File: src/rtl/conv_arb_pkg.sv
package conv_arb_pkg;

    typedef enum logic [1:0] {
        ST_IDLE   = 2'd0,
        ST_LAUNCH = 2'd1,
        ST_BUSY   = 2'd2
    } arb_state_t;

    localparam int unsigned A_CTRL = 0;
    localparam int unsigned A_MUX  = 1;
    localparam int unsigned A_ANA  = 2;
    localparam int unsigned A_DIG  = 3;
    localparam int unsigned A_REF  = 4;
    localparam int unsigned A_RLO  = 5;
    localparam int unsigned A_RHI  = 6;

    localparam logic [7:0] ANA_ON_CODE  = 8'hFF;
    localparam logic [7:0] ANA_OFF_CODE = 8'hFE;

    function automatic logic ref_code_legal(input logic [2:0] code);
        return (code != 3'd3) && (code != 3'd6) && (code != 3'd7);
    endfunction

endpackage

File: src/rtl/conv_arb_regs.sv
module conv_arb_regs
    import conv_arb_pkg::*;
#(
    parameter int ADDR_W = 4,
    parameter int BYTE_W = 8,
    localparam int RES_W = 2 * BYTE_W
) (
    input  logic              clk,
    input  logic              rst_n,
    input  logic              wr,
    input  logic [ADDR_W-1:0] addr,
    input  logic [BYTE_W-1:0] wdata,
    input  logic [BYTE_W-1:0] ctrl_byte,
    input  logic [RES_W-1:0]  result,
    output logic [BYTE_W-1:0] mux_q,
    output logic [BYTE_W-1:0] ana_q,
    output logic [BYTE_W-1:0] dig_q,
    output logic [BYTE_W-1:0] ref_q,
    output logic [BYTE_W-1:0] rdata
);

    always_ff @(posedge clk or negedge rst_n) begin
        if (!rst_n) begin
            mux_q <= '0;
            ana_q <= BYTE_W'(ANA_OFF_CODE);
            dig_q <= '0;
            ref_q <= '0;
        end else if (wr) begin
            if (addr == ADDR_W'(A_MUX)) mux_q <= wdata;
            if (addr == ADDR_W'(A_ANA)) ana_q <= wdata;
            if (addr == ADDR_W'(A_DIG)) dig_q <= wdata;
            if (addr == ADDR_W'(A_REF)) ref_q <= wdata;
        end
    end

    always_comb begin
        rdata = '0;
        if (addr == ADDR_W'(A_CTRL)) rdata = ctrl_byte;
        if (addr == ADDR_W'(A_MUX))  rdata = mux_q;
        if (addr == ADDR_W'(A_ANA))  rdata = ana_q;
        if (addr == ADDR_W'(A_DIG))  rdata = dig_q;
        if (addr == ADDR_W'(A_REF))  rdata = ref_q;
        if (addr == ADDR_W'(A_RLO))  rdata = result[BYTE_W-1:0];
        if (addr == ADDR_W'(A_RHI))  rdata = result[RES_W-1:BYTE_W];
    end

    // Only the analog byte has a non-zero reset value
    assert_ana_reset_R1: assert property (@(posedge clk)
        $rose(rst_n) |-> ana_q == BYTE_W'(ANA_OFF_CODE));

endmodule

File: src/rtl/conv_arb_decode.sv
module conv_arb_decode
    import conv_arb_pkg::*;
#(
    parameter int BASE_DECIM = 512,
    localparam int LEN_W = $clog2(BASE_DECIM * 8) + 1
) (
    input  logic [7:0]       mux_q,
    input  logic [7:0]       ana_q,
    input  logic [1:0]       decim_code,
    input  logic [2:0]       ref_code,
    output logic [3:0]       chan,
    output logic [1:0]       premux,
    output logic [2:0]       ref_sel,
    output logic             ref_bad,
    output logic             ana_on,
    output logic [LEN_W-1:0] decim_len
);

    always_comb begin
        chan      = mux_q[7:4];
        premux    = mux_q[3:2];
        ref_sel   = ref_code;
        ref_bad   = !ref_code_legal(ref_code);
        ana_on    = (ana_q == ANA_ON_CODE);
        decim_len = LEN_W'(BASE_DECIM) << decim_code;
    end

endmodule

File: src/rtl/conv_arb_seq.sv
module conv_arb_seq
    import conv_arb_pkg::*;
#(
    parameter int RES_W = 16
) (
    input  logic             clk,
    input  logic             rst_n,
    input  logic             ctrl_wr,
    input  logic             wr_en_bit,
    input  logic             wr_err_bit,
    input  logic             wr_req_bit,
    input  logic             ref_bad,
    input  logic             ana_on,
    input  logic             conv_done,
    input  logic [RES_W-1:0] conv_data,
    output logic [7:0]       ctrl_byte,
    output logic [RES_W-1:0] result,
    output logic             conv_start,
    output logic             irq
);

    arb_state_t state_q, state_d;
    logic en_q, req_q, eoc_q, err_q;
    logic kill, accept, reject, latch;

    assign kill   = ctrl_wr && !wr_en_bit;
    assign accept = (state_q == ST_IDLE) && req_q && en_q && !ref_bad && ana_on;
    assign reject = (state_q == ST_IDLE) && req_q && !(en_q && !ref_bad && ana_on);
    assign latch  = (state_q == ST_BUSY) && conv_done && en_q && !kill;

    always_comb begin
        state_d = state_q;
        unique case (state_q)
            ST_IDLE:   if (accept) state_d = ST_LAUNCH;
            ST_LAUNCH: state_d = (!en_q || kill) ? ST_IDLE : ST_BUSY;
            ST_BUSY:   if (!en_q || kill || conv_done) state_d = ST_IDLE;
            default:   state_d = ST_IDLE;
        endcase
    end

    always_ff @(posedge clk or negedge rst_n) begin
        if (!rst_n) state_q <= ST_IDLE;
        else        state_q <= state_d;
    end

    always_ff @(posedge clk or negedge rst_n) begin
        if (!rst_n) begin
            en_q   <= 1'b0;
            req_q  <= 1'b0;
            eoc_q  <= 1'b0;
            err_q  <= 1'b0;
            result <= '0;
            irq    <= 1'b0;
        end else begin
            if (ctrl_wr) en_q <= wr_en_bit;
            if (ctrl_wr && wr_req_bit && state_q == ST_IDLE && !req_q)
                req_q <= 1'b1;
            else if (state_q == ST_IDLE)
                req_q <= 1'b0;
            if (ctrl_wr && (!wr_en_bit || wr_req_bit))
                eoc_q <= 1'b0;
            else if (latch)
                eoc_q <= 1'b1;
            if (reject)
                err_q <= 1'b1;
            else if (ctrl_wr && wr_err_bit)
                err_q <= 1'b0;
            if (latch) result <= conv_data;
            irq <= latch;
        end
    end

    assign conv_start = (state_q == ST_LAUNCH);
    assign ctrl_byte  = {req_q, eoc_q, err_q, ref_bad, 3'b000, en_q};

    assert_start_pulse_R5: assert property (@(posedge clk) disable iff (!rst_n)
        conv_start |=> !conv_start);
    assert_start_enabled_R5: assert property (@(posedge clk) disable iff (!rst_n)
        conv_start |-> $past(en_q));
    assert_irq_pulse_R7: assert property (@(posedge clk) disable iff (!rst_n)
        irq |=> !irq);
    assert_irq_with_eoc_R7: assert property (@(posedge clk) disable iff (!rst_n)
        irq |-> eoc_q);
    assert_eoc_off_on_disable_R8: assert property (@(posedge clk) disable iff (!rst_n)
        (ctrl_wr && !wr_en_bit) |=> (!eoc_q && !irq));
    assert_err_sticky_R6: assert property (@(posedge clk) disable iff (!rst_n)
        (err_q && !(ctrl_wr && wr_err_bit)) |=> err_q);
    assert_idle_done_quiet_R10: assert property (@(posedge clk) disable iff (!rst_n)
        (state_q == ST_IDLE) |=> $stable(result));

endmodule

File: src/rtl/conv_arbiter.sv
module conv_arbiter
    import conv_arb_pkg::*;
#(
    parameter int ADDR_W     = 4,
    parameter int BASE_DECIM = 512,
    localparam int LEN_W     = $clog2(BASE_DECIM * 8) + 1
) (
    input  logic              clk,
    input  logic              rst_n,
    input  logic              bus_wr,
    input  logic [ADDR_W-1:0] bus_addr,
    input  logic [7:0]        bus_wdata,
    output logic [7:0]        bus_rdata,
    input  logic              conv_done,
    input  logic [15:0]       conv_data,
    output logic              conv_start,
    output logic [3:0]        conv_chan,
    output logic [1:0]        conv_premux,
    output logic [2:0]        conv_ref_sel,
    output logic [LEN_W-1:0]  conv_decim_len,
    output logic              ref_bad,
    output logic              irq
);

    logic [7:0]  mux_q, ana_q, dig_q, ref_q, ctrl_byte;
    logic [15:0] result;
    logic        ana_on, ctrl_wr;

    assign ctrl_wr = bus_wr && (bus_addr == ADDR_W'(A_CTRL));

    conv_arb_regs #(.ADDR_W(ADDR_W), .BYTE_W(8)) u_regs (
        .clk(clk), .rst_n(rst_n), .wr(bus_wr), .addr(bus_addr),
        .wdata(bus_wdata), .ctrl_byte(ctrl_byte), .result(result),
        .mux_q(mux_q), .ana_q(ana_q), .dig_q(dig_q), .ref_q(ref_q),
        .rdata(bus_rdata)
    );

    conv_arb_decode #(.BASE_DECIM(BASE_DECIM)) u_decode (
        .mux_q(mux_q), .ana_q(ana_q), .decim_code(dig_q[6:5]),
        .ref_code(ref_q[6:4]), .chan(conv_chan), .premux(conv_premux),
        .ref_sel(conv_ref_sel), .ref_bad(ref_bad), .ana_on(ana_on),
        .decim_len(conv_decim_len)
    );

    conv_arb_seq #(.RES_W(16)) u_seq (
        .clk(clk), .rst_n(rst_n), .ctrl_wr(ctrl_wr),
        .wr_en_bit(bus_wdata[0]), .wr_err_bit(bus_wdata[5]),
        .wr_req_bit(bus_wdata[7]), .ref_bad(ref_bad), .ana_on(ana_on),
        .conv_done(conv_done), .conv_data(conv_data),
        .ctrl_byte(ctrl_byte), .result(result),
        .conv_start(conv_start), .irq(irq)
    );

endmodule

File: config.mk
export PLATFORM = sky130hd
export DESIGN_NAME = conv_arbiter
export DESIGN_NICKNAME = d
export VERILOG_FILES = /design/src/rtl/conv_arb_pkg.sv /design/src/rtl/conv_arb_regs.sv /design/src/rtl/conv_arb_decode.sv /design/src/rtl/conv_arb_seq.sv /design/src/rtl/conv_arbiter.sv
export SDC_FILE = /design/constraint.sdc
export NUM_CORES = 1
export LEC_CHECK = 0
export ABC_AREA = 0
export BUFFER_PORTS_ARGS = -buffer_cell sky130_fd_sc_hd__buf_2
export CAP_MARGIN = 20
export CORE_MARGIN = 10
export CORE_UTILIZATION = 40
export DETAILED_ROUTE_END_ITERATION = 8
export PLACE_DENSITY = 0.67
export SLEW_MARGIN = 20
export SYNTH_ARGS = -nofsm -noshare
export SYNTH_HDL_FRONTEND = slang
export SYNTH_SLANG_ARGS = --single-unit
File: constraint.sdc
create_clock -name clk -period 3.3 [get_ports clk]
set_input_delay 0.66 -clock clk [delete_from_list [all_inputs] [get_ports clk]]
set_output_delay 0.66 -clock clk [all_outputs]
set_load 0.01 [all_outputs]
---- Word-level counts from Yosys, hierarchy flattened ----
Cells that the tools add are included.
storage, ports and cells
  output and inout bits ................... 33
  bits in registers ....................... 55
  input port bits ......................... 32
  bits in latches ......................... 0
  memory bits (read-only) ................. 0
  memories ................................ 0
  bits in writable memories ............... 0
  word-level logic and storage cells ...... 81
operators by class
  magnitude comparators ................... 0
  multiply operators ...................... 0
  add/sub/neg operators ................... 0
  bitwise gates (word level) .............. 0
  multiplexer cells ....................... 17
  eq/ne operators ......................... 14
  reductions and logical operators ........ 38
  div/mod/pow operators ................... 0
  shift-type cells ........................ 1
operators with widths
  operator                                                                  count
  8-bit 2-to-1 mux                                                          7
  1-bit logical AND                                                         19
  10-bit by 2-bit left shift with 13-bit output (first input constant)      1
  4-bit by 3-bit == test with 1-bit output (second input constant)          3
  2-bit AND reduction                                                       5
  4-bit by 2-bit == test with 1-bit output (second input constant)          2
  8-bit == test (second input constant)                                     1
  1-bit zero test                                                           6
  1-bit 2-to-1 mux                                                          6
  2-bit 2-to-1 mux                                                          3
  3-bit inequality test (second input constant)                             2
  2-bit one-hot mux with 3 select lines                                     1
  2-bit nonzero test                                                        3
  4-bit by 1-bit == test with 1-bit output (second input constant)          1
  4-bit zero test                                                           1
  1-bit logical OR                                                          3
  3-bit by 2-bit inequality test with 1-bit output (second input constant)  1
  2-bit by 1-bit == test with 1-bit output (second input constant)          1
  2-bit == test (second input constant)                                     1
  2-bit zero test                                                           1
  2-bit by 1-bit inequality test with 1-bit output (second input constant)  1
  2-bit inequality test (second input constant)                             1

---- Logic depth before layout (Yosys ltp) ----
  depth after elaboration ................. 11
  gate-level depth with buffers ........... 6
  depth with buffers taken out ............ 4

---- By module ----
Synthesis repeated with hierarchy kept, for this count alone.
unflattened totals
  cells, all modules ...................... 247
  area total of the unflattened synthesis .. 3079.2 sq um
by module, submodules not included
  module           seq. area each (sq um)  times used  area an instance (sq um)  cells each
  conv_arb_regs    809.5                   1           1861.8                    148
  conv_arb_seq     575.6                   1           1009.7                    70
  conv_arb_decode  0.0                     1           188.9                     27
  conv_arbiter     0.0                     1           18.8                      2

---- Worst setup path before layout ----
No wires, ideal clock.
  path type ............................... input port to output port
  start ................................... input bus_addr[1]
  end ..................................... output bus_rdata[1]
  path buffers ............................ 2
  data arrival time ....................... 1619 ps
  setup slack ............................. 1021 ps
  stages .................................. 6
  data required time ...................... 2640 ps
  path through ............................ buf_6 buf_8 nand2_1 o221ai_1 o32a_1 o21ai_0
between the ends
  longest elaborated chain between the ends .. 7
  elaborated cells between the ends (all ways) .. 12
  classes of those cells .................. eq/ne: 6; mux: 6
ends and longest elaborated chain
  element                                   line                 RTL
  start: declaration                        conv_arbiter.sv:11   input logic [ADDR_W-1:0] bus_addr,
  4-bit by 1-bit == test with 1-bit output  conv_arb_regs.sv:39  if (addr == ADDR_W'(A_MUX)) rdata = mux_q;
  8-bit 2-to-1 mux                          conv_arb_regs.sv:39
  8-bit 2-to-1 mux                          conv_arb_regs.sv:40  if (addr == ADDR_W'(A_ANA)) rdata = ana_q;
  8-bit 2-to-1 mux                          conv_arb_regs.sv:41  if (addr == ADDR_W'(A_DIG)) rdata = dig_q;
  8-bit 2-to-1 mux                          conv_arb_regs.sv:42  if (addr == ADDR_W'(A_REF)) rdata = ref_q;
  8-bit 2-to-1 mux                          conv_arb_regs.sv:43  if (addr == ADDR_W'(A_RLO)) rdata = result[BYTE_W-1:0];
  8-bit 2-to-1 mux *                        conv_arb_regs.sv:44  if (addr == ADDR_W'(A_RHI)) rdata = result[RES_W-1:BYTE_W];
  end: declaration                          conv_arbiter.sv:13   output logic [7:0] bus_rdata,
Mark *: on every way between the ends. The rest lies on a longest branch, timed or not.

---- Worst setup path in the final report ----
  start ................................... input bus_addr[1]
  end ..................................... output bus_rdata[4]
between the ends
  longest elaborated chain between the ends .. 8
  elaborated cells between the ends (all ways) .. 14
  classes of those cells .................. eq/ne: 6; mux: 7; reduce/logical: 1
ends and longest elaborated chain
  element             line                 RTL
  4-bit zero test     conv_arb_regs.sv:38  if (addr == ADDR_W'(A_CTRL)) rdata = ctrl_byte;
  8-bit 2-to-1 mux    conv_arb_regs.sv:38
  8-bit 2-to-1 mux    conv_arb_regs.sv:39
  8-bit 2-to-1 mux    conv_arb_regs.sv:40
  8-bit 2-to-1 mux    conv_arb_regs.sv:41
  8-bit 2-to-1 mux    conv_arb_regs.sv:42
  8-bit 2-to-1 mux    conv_arb_regs.sv:43
  8-bit 2-to-1 mux *  conv_arb_regs.sv:44
Marked as above.

==> reports/metrics.cfg <==
[die]
die-area_sq_mm=0.0113
die_h_um=106
io_pins=65
num_rows=31
core_sq_mm=0.00721
initial_core_util_pct=41.1
chipWidth_um=106

[sta]
drv_slew=0
tightest_slew_ns=0.710
setup_tns_ns=0
skew_ns=0.00996
fmax_mhz=365
fin_crit_sh_pct=83.0
finalCriticalPeriod_ns=2.74
timing.final.ws_setup_ns=0.560
grt_setup_unrepaired=no
setup_viol=0
hold_violations=0
slew_headroom_pct=52.7

[yosys]
synth_seq_cells=55
yosysSeqAreaShare_pct=46.7
netlist_instances=254
synth-edff-count=0
async_flop_share_pct=100
netlist_area_sq_mm=0.00297
synth_warnings=0
synth-main-ff-cell=dfrtp_1
synth.avg_cell_area_sq_um=11.7
synth.distinct_cells=44

[detailed_routing]
vias_per_cell=5.20
drtPass1Iterations=4
wirelength_mm=6.96
vias=2055
antenna_left=0
drt_iter0_drc=128
wire_per_inst_um=17.6
route.detailed.drc=0

[setup_path]
cp.depth=5
path_cells=buf_2 -> and2b_1 -> a22o_1 -> a221o_1 -> buf_2
r2r_slack_ns=1.49
critical_path_class=input pin to output pin
ff2ff_path_depth=4
reg2reg_from=u_seq.state_q[0]
cp-endpoint=bus_rdata[4]
slowest_delay_ns=0.41
critPathSlowestCell=buf_2
cp_data_arrival_time_ns=2.08
cpLargestDelayFamily=buffers and inverters
cp.required_ns=2.64
critPathLaunchType=input pin
path_buf_inv=2
crit_top_cell=buf_2
cp_max_fo=27
cp-startpoint=bus_addr[1]
end_kind=output pin
r2r_end=u_seq.result[1]

[cells_and_area]
layout-drive-gt1-share_pct=41.9
fin_area_sq_mm=0.00327
fin_nets=327
antenna_cells=0
area_growth_pct=10.2
layout_common_cells=55 x buf_2, 48 x dfrtp_1, 35 x mux2_2, 19 x o21ai_0, 15 x nand2_1
fin_cells=395
layout_commonest_cell=buf_2

[cts]
cts_resized=0
clock_latency_ns=0.31
ctsHtreeMaxLevel=2
path_clk_slew_ns=0.09
cts_buffer_depth=2
post_cts_buffers=0
cts_sinks=55
hold_buffers=0
cts_made_buffers=5
root_buffer=clkbuf_8
cts_tree=built

[placement]
placed_cells=387
numPortBuffers=55
hpwl_mm=5.20
dp_slack_ns=0.576
placed_area_sq_mm=0.00318
place.gp.congestion=0.820

[grt]
grt_pass1_vias=2167
grt_pass1_wl_mm=11.3
grt_max_degree=56
antenna_found_initial=0
grt_overflow_total=0
globalRouteTotalUtil_pct=12.3

[job]
cap_violations=0

[pwr]
p_leak_nw=1.53
cellPowerDensity_mw_per_mm2=480
vdd_drop_max_uv=270
finalPower_w=0.00157

[outcome]
status=completed

[min_path]
hp-class=input pin to async pin

==> area by class of cell <==
| cell class | count | area (sq um) |
|---|---|---|
| clock buffers | 7 | 86.3 |
| clock inverters | 1 | 5.00 |
| multi-input cells | 174 | 1380 |
| fillers | 705 | 3940 |
| well taps | 99 | 124 |
| repair buffers | 56 | 283 |
| flip-flops and latches | 55 | 1390 |
| inverters | 3 | 11.3 |
==> routing by layer <==
metal | track usage, % | part of all wire, %
met5 | 0 | 0
met2 | 20.4 | 50
met1 | 15.2 | 43
met3 | 3.62 | 6.4
met4 | 3.68 | 1.2
==> worst register-to-register path: cells and delay by family (launching register included) <==
family | cells | cell delay (ns)
AOI/OAI and AO/OA | 1 | 0.60
DFF | 1 | 0.44
muxes | 1 | 0.42
and+or+nand+nor | 2 | 0.24
==> synthesized netlist by cell type (4+ instances only) <==
master    count  share of area, %
a21oi_1       9               1.5
a22o_1        5               1.5
a311oi_1      4               1.2
and2b_1       4               1.0
and3b_1       4               1.2
buf_2         5              0.84
buf_4        19               4.8
dfrtp_1      48                40
dfstp_2       7               6.2
mux2_2       35                13
mux2_4        9               4.6
mux2i_1       6               2.0
nand2_1      15               1.9
nand2b_1      4              0.84
nand3_2       4               1.3
nand3b_1      4               1.0
nor2_1        8               1.0
nor2b_1       4              0.84
o21a_1        4               1.0
o21ai_0      19               3.2
==> report_power, final <==
group | switching [W] | internal [W] | total (W)
logic | 0.000160 | 0.000156 | 0.000316
clock network | 0.000215 | 0.000170 | 0.000385
registers | 0.0000826 | 0.000786 | 0.000868
==> worst min-delay path by stage <==
stage | slack, ns | to | cells after the start | startpoint
after floorplan | 0.36 | u_regs.ana_q[0] | 0 | rst_n
after global placement | 0.47 | u_regs.ref_q[7] | 2 | u_regs.ref_q[7]
after detailed placement | 0.48 | u_regs.ref_q[7] | 2 | u_regs.ref_q[7]
after CTS | 0.49 | u_regs.ref_q[6] | 2 | rst_n
after global routing | 0.52 | u_regs.ana_q[7] | 2 | u_regs.ana_q[7]
final | 0.47 | u_regs.dig_q[4] | 2 | rst_n
==> registers in the layout, summed over array words and instances, names as in the netlist, 2 cells and up <==
name	count
u_regs.dig_q	8
u_regs.ana_q	8
u_regs.ref_q	8
u_regs.mux_q	8
u_seq.result	16
u_seq.state_q	2
==> through the flow <==
step                utilization (%)  hold slack, ns
floorplan                         -           0.364
global placement               44.1           0.467
detailed placement             44.1           0.477
CTS                            45.3           0.492
global route                   45.3           0.522
finish                         45.3           0.467
==> kinds of logic (layout without fill, tap and decap cells) <==
| group | count (synthesis) | count (layout) | synth area share [%] |
|---|---|---|---|
| buffers and inverters | 33 | 67 | 7.97 |
| AND/OR/NAND/NOR | 61 | 61 | 12.9 |
| flip-flops | 55 | 55 | 46.7 |
| AO/OA/AOI/OAI | 54 | 54 | 12.5 |
| other | 1 | 9 | 0.126 |
| multiplexers | 50 | 50 | 19.9 |
Note: power is estimated with default switching activity, not from simulation.
